--- src/rtl/ir_rl_pkg.sv ---
package ir_rl_pkg;
    typedef enum logic [1:0] {
        CAP_OFF  = 2'd0,
        CAP_WAIT = 2'd1,
        CAP_RUN  = 2'd2
    } cap_state_e;
endpackage

--- src/rtl/ir_rl_sync.sv ---
module ir_rl_sync #(
    parameter int STAGES = 2
) (
    input  logic clk,
    input  logic rst_n,
    input  logic din,
    output logic dout
);
    logic [STAGES-1:0] chain;

    generate
        if (STAGES == 1) begin : g_single
            always_ff @(posedge clk or negedge rst_n) begin
                if (!rst_n) chain <= '0;
                else        chain <= din;
            end
        end else begin : g_multi
            always_ff @(posedge clk or negedge rst_n) begin
                if (!rst_n) chain <= '0;
                else        chain <= {chain[STAGES-2:0], din};
            end
        end
    endgenerate

    assign dout = chain[STAGES-1];
endmodule

--- src/rtl/ir_rl_ticker.sv ---
module ir_rl_ticker #(
    parameter int DIV = 64
) (
    input  logic clk,
    input  logic rst_n,
    input  logic run,
    output logic tick
);
    localparam int CW = (DIV > 1) ? $clog2(DIV) : 1;
    localparam logic [CW-1:0] LAST = CW'(DIV - 1);

    logic [CW-1:0] cnt;

    always_ff @(posedge clk or negedge rst_n) begin
        if (!rst_n) begin
            cnt <= '0;
        end else if (!run) begin
            cnt <= '0;
        end else if (cnt == LAST) begin
            cnt <= '0;
        end else begin
            cnt <= cnt + 1'b1;
        end
    end

    assign tick = run && (cnt == LAST);
endmodule

--- src/rtl/ir_rl_glitch.sv ---
module ir_rl_glitch #(
    parameter int NW = 6
) (
    input  logic          clk,
    input  logic          rst_n,
    input  logic          run,
    input  logic          tick,
    input  logic          smp,
    input  logic [NW-1:0] thr,
    output logic          filt
);
    logic [NW-1:0] cnt;
    logic [NW:0]   cnt_inc;
    logic [NW:0]   thr_eff;

    assign cnt_inc = {1'b0, cnt} + 1'b1;
    assign thr_eff = (thr == '0) ? (NW+1)'(1) : {1'b0, thr};

    always_ff @(posedge clk or negedge rst_n) begin
        if (!rst_n) begin
            filt <= 1'b0;
            cnt  <= '0;
        end else if (!run) begin
            filt <= 1'b0;
            cnt  <= '0;
        end else if (tick) begin
            if (smp == filt) begin
                cnt <= '0;
            end else if (cnt_inc >= thr_eff) begin
                filt <= smp;
                cnt  <= '0;
            end else begin
                cnt <= cnt_inc[NW-1:0];
            end
        end
    end
endmodule

--- src/rtl/ir_runlen_capture.sv ---
module ir_runlen_capture
    import ir_rl_pkg::*;
#(
    parameter int TICK_DIV    = 64,
    parameter int LEN_W       = 7,
    parameter int NTHR_W      = 6,
    parameter int ITHR_W      = 8,
    parameter int IDLE_LOG2   = 7,
    parameter int SYNC_STAGES = 2
) (
    input  logic              clk,
    input  logic              rst_n,
    input  logic              glb_en,
    input  logic              rx_en,
    input  logic              pol_inv,
    input  logic              ir_in,
    input  logic [NTHR_W-1:0] noise_thr,
    input  logic [ITHR_W-1:0] idle_thr,
    output logic              byte_valid,
    output logic [LEN_W:0]    byte_data,
    output logic              pkt_end
);
    localparam int IDLE_W = ITHR_W + IDLE_LOG2;
    localparam logic [LEN_W:0] RUN_FULL = (LEN_W+1)'(1 << LEN_W);
    localparam logic [LEN_W:0] RUN_ONE  = (LEN_W+1)'(1);
    localparam logic [LEN_W-1:0] LEN_SAT = {LEN_W{1'b1}};

    logic act, smp, tick, filt;
    logic lvl;
    logic [LEN_W:0]  run_cnt;
    logic [LEN_W:0]  run_m1;
    logic [IDLE_W-1:0] idle_cnt;
    logic [IDLE_W-1:0] idle_last;
    logic edge_seen, idle_hit;
    cap_state_e state, nxt;

    assign act       = glb_en && rx_en;
    assign run_m1    = run_cnt - RUN_ONE;
    assign idle_last = {idle_thr, {IDLE_LOG2{1'b1}}};
    assign edge_seen = (filt != lvl);
    assign idle_hit  = (idle_cnt == idle_last);

    ir_rl_sync #(.STAGES(SYNC_STAGES)) i_sync (
        .clk  (clk),
        .rst_n(rst_n),
        .din  (ir_in ^ pol_inv),
        .dout (smp)
    );

    ir_rl_ticker #(.DIV(TICK_DIV)) i_ticker (
        .clk  (clk),
        .rst_n(rst_n),
        .run  (act),
        .tick (tick)
    );

    ir_rl_glitch #(.NW(NTHR_W)) i_glitch (
        .clk  (clk),
        .rst_n(rst_n),
        .run  (act),
        .tick (tick),
        .smp  (smp),
        .thr  (noise_thr),
        .filt (filt)
    );

    // state register
    always_ff @(posedge clk or negedge rst_n) begin
        if (!rst_n) state <= CAP_OFF;
        else        state <= nxt;
    end

    // transitions
    always_comb begin
        nxt = state;
        if (!act) begin
            nxt = CAP_OFF;
        end else begin
            unique case (state)
                CAP_OFF:  nxt = CAP_WAIT;
                CAP_WAIT: if (tick && edge_seen) nxt = CAP_RUN;
                CAP_RUN:  if (tick && !edge_seen && idle_hit) nxt = CAP_WAIT;
                default:  nxt = CAP_OFF;
            endcase
        end
    end

    // counters and outputs
    always_ff @(posedge clk or negedge rst_n) begin
        if (!rst_n) begin
            lvl        <= 1'b0;
            run_cnt    <= '0;
            idle_cnt   <= '0;
            byte_valid <= 1'b0;
            byte_data  <= '0;
            pkt_end    <= 1'b0;
        end else if (!act) begin
            lvl        <= 1'b0;
            run_cnt    <= '0;
            idle_cnt   <= '0;
            byte_valid <= 1'b0;
            byte_data  <= '0;
            pkt_end    <= 1'b0;
        end else begin
            byte_valid <= 1'b0;
            pkt_end    <= 1'b0;
            if (tick) begin
                unique case (state)
                    CAP_WAIT: begin
                        if (edge_seen) begin
                            lvl      <= filt;
                            run_cnt  <= RUN_ONE;
                            idle_cnt <= IDLE_W'(1);
                        end
                    end
                    CAP_RUN: begin
                        if (edge_seen) begin
                            byte_valid <= 1'b1;
                            byte_data  <= {lvl, run_m1[LEN_W-1:0]};
                            lvl        <= filt;
                            run_cnt    <= RUN_ONE;
                            idle_cnt   <= IDLE_W'(1);
                        end else if (idle_hit) begin
                            byte_valid <= 1'b1;
                            pkt_end    <= 1'b1;
                            byte_data  <= {lvl, run_cnt[LEN_W-1:0]};
                            run_cnt    <= '0;
                            idle_cnt   <= '0;
                        end else if (run_cnt == RUN_FULL) begin
                            byte_valid <= 1'b1;
                            byte_data  <= {lvl, LEN_SAT};
                            run_cnt    <= RUN_ONE;
                            idle_cnt   <= idle_cnt + 1'b1;
                        end else begin
                            run_cnt    <= run_cnt + 1'b1;
                            idle_cnt   <= idle_cnt + 1'b1;
                        end
                    end
                    default: ;
                endcase
            end
        end
    end
endmodule

--- config.mk ---
export PLATFORM = sky130hd
export DESIGN_NAME = ir_runlen_capture
export DESIGN_NICKNAME = d
export VERILOG_FILES = /design/src/rtl/ir_rl_pkg.sv /design/src/rtl/ir_rl_sync.sv /design/src/rtl/ir_rl_ticker.sv /design/src/rtl/ir_rl_glitch.sv /design/src/rtl/ir_runlen_capture.sv
export SDC_FILE = /design/constraint.sdc
export NUM_CORES = 1
export LEC_CHECK = 0
export BUFFER_PORTS_ARGS = -buffer_cell sky130_fd_sc_hd__buf_2
export CAP_MARGIN = 40
export CORE_MARGIN = 2
export CORE_UTILIZATION = 64
export CTS_CLUSTER_DIAMETER = 100
export DETAILED_ROUTE_END_ITERATION = 10
export PLACE_DENSITY = 0.92
export SLEW_MARGIN = 10
export SYNTH_ARGS = -nofsm -noshare
export SYNTH_HDL_FRONTEND = slang
export SYNTH_HIERARCHICAL = 1
export SYNTH_SLANG_ARGS = --single-unit
--- constraint.sdc ---
create_clock -name clk -period 8 [get_ports clk]
set_input_delay 1.2 -clock clk [delete_from_list [all_inputs] [get_ports clk]]
set_output_delay 1.2 -clock clk [all_outputs]
set_load 0.02 [all_outputs]
# After elaboration in Yosys (flattened, before gate mapping)
# Cells that the tools add are included.
classes:
  add_sub_neg: 5
  order_cmp: 1
  eq_ne: 18
  muxes: 49
  bitwise: 1
  reduce_logical: 14
op_table:
  columns: ["cell", "n"]
  rows:
  - ["$mux 8", 12]
  - ["$mux 15", 5]
  - ["$mux 6", 7]
  - ["$pmux 15 s2", 1]
  - ["$mux 1", 19]
  - ["$pmux 8 s2", 1]
  - ["$add 15x1->15 const B", 1]
  - ["$eq 15x15->1", 1]
  - ["$ne 2x2->1 const B", 6]
  - ["$ne 3x3->1 const B", 4]
  - ["$reduce_and 3->1", 4]
  - ["$add 8x1->8 const B", 1]
  - ["$eq 8x8->1 const B", 1]
  - ["$add 6x1->7 const B", 1]
  - ["$ge 7x7->1", 1]
  - ["$sub 7x1->7 const B", 1]
  - ["$add 6x1->6 const B", 1]
  - ["$eq 6x6->1 const B", 1]
  - ["$logic_not 6->1", 1]
  - ["$mux 2", 3]
  - ["$pmux 2 s3", 1]
  - ["$logic_and 1x1->1", 5]
  - ["$ne 4x4->1 const B", 1]
  - ["$eq 2x1->1 const B", 1]
  - ["other kinds (8)", 8]
totals:
  regBits: 51
  elab_cells: 99

# Logic depth before layout (Yosys ltp)
logic_depth:
  ltp_word: 7
  ltp_mapped: 10
  ltp_nobuf: 9

# Hierarchy
# The synthesis kept the hierarchy.
modules_own_cells:
  columns: ["module", "n_inst", "cells_per_inst", "area_each_um2", "seq_area_each_um2"]
  rows:
  - ["ir_runlen_capture", 1, 261, 2316.0, 900.9]
  - ["ir_rl_glitch", 1, 64, 573.0, 175.2]
  - ["ir_rl_ticker", 1, 27, 272.8, 150.1]
  - ["ir_rl_sync", 1, 2, 50.0, 50.0]

# Worst setup path after synthesis
# Ideal clock, no wire load.
synth_timing:
  path_type: "input to register"
  from: "input glb_en"
  to: "register idle_cnt[14]"
  arrival_ns: 3.381
  path_slack_ns: 4.482
  stages: 10
  cell_sequence: "nand2_1 -> inv_1 -> inv_1 -> nor3_1 -> and3b_1 -> a311oi_1 -> buf_2 -> nor4_2 -> xnor2_1 -> a21oi_1"
synth_between:
  elab_chain_cells: 4
synth_lines:
  columns: ["element", "line_no", "text"]
  rows:
  - ["from (decl)", "ir_runlen_capture.sv:13", "input logic glb_en,"]
  - ["$logic_and 1x1->1", "ir_runlen_capture.sv:37", "assign act = glb_en && rx_en;"]
  - ["via act", "ir_runlen_capture.sv:28", "logic act, smp, tick, filt;"]
  - ["$logic_and 1x1->1", "ir_rl_ticker.sv:26", "assign tick = run && (cnt == LAST);"]
  - ["via tick", "ir_runlen_capture.sv:28", null]
  - ["$ne 2x2->1 (no line)", null, null]
  - ["$reduce_and 3->1 (no line)", null, null]
  - ["to (signal assigned)", "ir_runlen_capture.sv:133", "idle_cnt <= idle_cnt + 1'b1;"]
  - ["to (signal assigned)", "ir_runlen_capture.sv:136", "idle_cnt <= idle_cnt + 1'b1;"]
  - ["to (decl)", "ir_runlen_capture.sv:32", "logic [IDLE_W-1:0] idle_cnt;"]
# The timed path passes the listed nets, and every way through them passes these cells.
# A chain may end at the register's enable or synchronous reset.

# Worst setup path after layout
layout_timing:
  from: "input rx_en"
  to: "register idle_cnt[11]"
layout_between:
  elab_chain_cells: 4
layout_lines:
  columns: ["element", "line_no", "text"]
  rows:
  - ["from (decl)", "ir_runlen_capture.sv:14", "input logic rx_en,"]
  - ["$logic_and 1x1->1", "ir_runlen_capture.sv:37", null]
  - ["via act", "ir_runlen_capture.sv:28", null]
  - ["$logic_and 1x1->1", "ir_rl_ticker.sv:26", null]
  - ["via tick", "ir_runlen_capture.sv:28", null]
  - ["$ne 2x2->1 (no line)", null, null]
  - ["$reduce_and 3->1 (no line)", null, null]
# The timed path passes the listed nets, and every way through them passes these cells.

==> impl_metrics.yaml <==
status:
  status: "complete, no violations"
min_path:
  hold_class: "reg -> reg"
  hold_path_depth: 0
  hold_end: "i_sync/chain[1]"
  min_from: "i_sync/chain[0]"
synthesis:
  synth_cells: 354
  synthTopCellsByArea: "dfrtp_1 (40%), ha_1 (6.2%), nand2_1 (5.8%), nand3_1 (4.4%), xnor2_1 (3.0%)"
  synth_area_leader_cell: "dfrtp_1"
  asyncSetResetFlopFracSynth_pct: 100
  synth_flop_cell: "dfrtp_1"
  synth_edf_count: 0
  yosysMostFrequentCell: "dfrtp_1"
  ys_types: 56
  syn_area_mm2: 0.00321
  synth_common_cells: "dfrtp_1 (51), nand2_1 (50), nand3_1 (28)"
  synth_fp_nets: 390
  synth_seq_cells: 51
  yosysSeqAreaShare_pct: 39.7
  yosys_warnings: 6
  yosysTopAreaCellShare_pct: 39.7
  syn_area_per_cell_um2: 9.07
routing:
  antenna_left: 0
  num_vias: 2808
  viasPerCell: 6.28
  wl_per_cell_um: 15.7
  drt_iter0_drc: 156
  drt_wl_total_um: 7030
  drc: 0
  drt_first_pass_iters: 4
power_and_ir_drop:
  vdd_drop_max_uv: 87.1
  p_per_area_mw_per_mm2: 138
  total_power_mw: 0.490
  cellLeakagePower_nw: 1.58
timing:
  post-route-period-util_pct: 46.1
  skew_ns: 0.0125
  timing.hold.ws_ns: 0.354
  layout_min_cycle_time_ns: 3.69
  tightest_slew_ns: 0.474
  setup-violations-final: 0
  finalHoldViolCount: 0
  relSlewSlack_pct: 68.2
  rsz0062_at_grt: "false"
  setup_tns_ns: 0
  fin_ws_ns: 4.31
  fmax_ghz: 0.271
  maxSlewViolCount: 0
layout:
  finalNetCount: 415
  drive_above_1_share_pct: 16.1
  area_growth_pct: 10.2
  diodes: 0
  fin_util_pct: 74.0
  multi_input_area_mm2: 0.00178
  seq_area_mm2: 0.00128
  fillCellCount: 360
setup_path:
  reg2reg_from: "i_ticker/cnt[0]"
  ff2ff_setup_slack_ns: 5.18
  crit_chain: "buf_2 > nand2_1 > inv_1 > inv_1 > nor3_1 > buf_2 > and3b_1 > a311oi_2 > buf_4 > nor2_1 > nand2_1 > o311ai_1"
  cp_max_fo: 20
  worstRegToRegCells: 10
  cp-start-kind: "input pin"
  crit_required_ns: 8.20
  path_class: "in -> reg"
  worstPathArrival_ns: 3.89
  cp-end-kind: "flop"
  critical_path.slowest_cell: "o311ai_1"
  timing.rr.end: "idle_cnt[11]"
  max_stage_delay_ns: 0.37
floorplanning:
  ios: 30
  coreArea_mm2: 0.00479
  die_y_um: 74.8
  die_x_um: 74.8
  die-area_mm2: 0.00560
  rows: 25
  initial_core_util_pct: 67.1
run:
  cap_violations: 0
clock_tree:
  clk_pin_slew_ns: 0.09
  cts_buffers: 5
  cts.path.max_buffers: 2
  cts_tree: "built"
  holdBufCountCts: 0
  htree_num_levels: 2
  cts.sinks: 51
  cts-root-buf: "clkbuf_8"
  clk_latency_ns: 0.31
  post-cts-setup-buffer-count: 0
  ctsResizeCount: 0
grt:
  grt_pass1_vias: 2724
  antenna_found_initial: 0
  grt_pass1_wl_um: 12100
  grt.total_usage_pct: 27.8
  overflow: 0
  grt_max_degree: 38
place:
  place.gp.congestion: 0.890
  dp_hpwl_um: 5160
  place_ws_ns: 4.07
  port_buffers: 29
-- placed cells by master, fill, tap and decap left out, types with 11 or more instances in the layout --
cell / count
nand2_1: 50
buf_2: 30
dfrtp_1: 51
xnor2_1: 11
inv_1: 22
nor3_1: 12
ha_1: 16
a21oi_1: 11
xor2_1: 11
nand4_1: 13
nand3_1: 28
-- flip-flops by register name, indices dropped and copies added (netlist names) --
name	count
byte_data	8
byte_valid	1
i_glitch/cnt	6
i_glitch/filt	1
i_sync/chain	2
i_ticker/cnt	6
idle_cnt	15
lvl	1
pkt_end	1
run_cnt	8
state	2
-- report_power, final --
part | internal, mW | switching, mW | total (mW)
logic | 0.0143 | 0.0235 | 0.0378
clock network | 0.101 | 0.0878 | 0.189
registers | 0.260 | 0.00249 | 0.263
-- layer usage --
metal	part of all wire (%)	track usage, %	wire length [µm]
met1	43	34.2	3000
met2	51	49.2	3590
met3	4.8	4.82	337
met4	1.4	9.72	98
met5	0	0	0
-- metrics by stage --
stage,instances,cell area [µm²]
final,447,3540
after global routing,447,3540
after CTS,447,3540
after detailed placement,439,3420
after global placement,435,3380
after floorplan,354,3210
-- worst max-delay path, delay by kind of cell --
family	cells	cell delay, ns
simple gates	5	1.25
buf+inv	5	1.00
compound gates	2	0.43
-- worst max path at each step --
stage | startpoint | to
after CTS | rx_en | idle_cnt[11]
after floorplan | glb_en | idle_cnt[14]
after global routing | glb_en | idle_cnt[4]
after global placement | glb_en | idle_cnt[11]
after detailed placement | rx_en | idle_cnt[11]
final | rx_en | idle_cnt[11]
-- cells by family after synthesis --
family	Yosys count	synth area share (%)
and+or+nand+nor	151	24.9
adders and majority gates	16	6.23
xor gates and xnor gates	22	6.00
muxes	5	1.56
buffers and inverters	39	5.18
AOI/OAI and AO/OA	70	16.4
DFF	51	39.7
-- cell type report --
cell class              instances  share of cell area (%)
clock inverters                 2                   0.990
flip-flops and latches         51                    36.1
multi-input cells             264                    50.2
well taps                      67                    2.37
clock buffers                   6                    2.33
inverters                      22                    2.33
repair buffers                 35                    5.76
(Power assumes the default switching activity.)
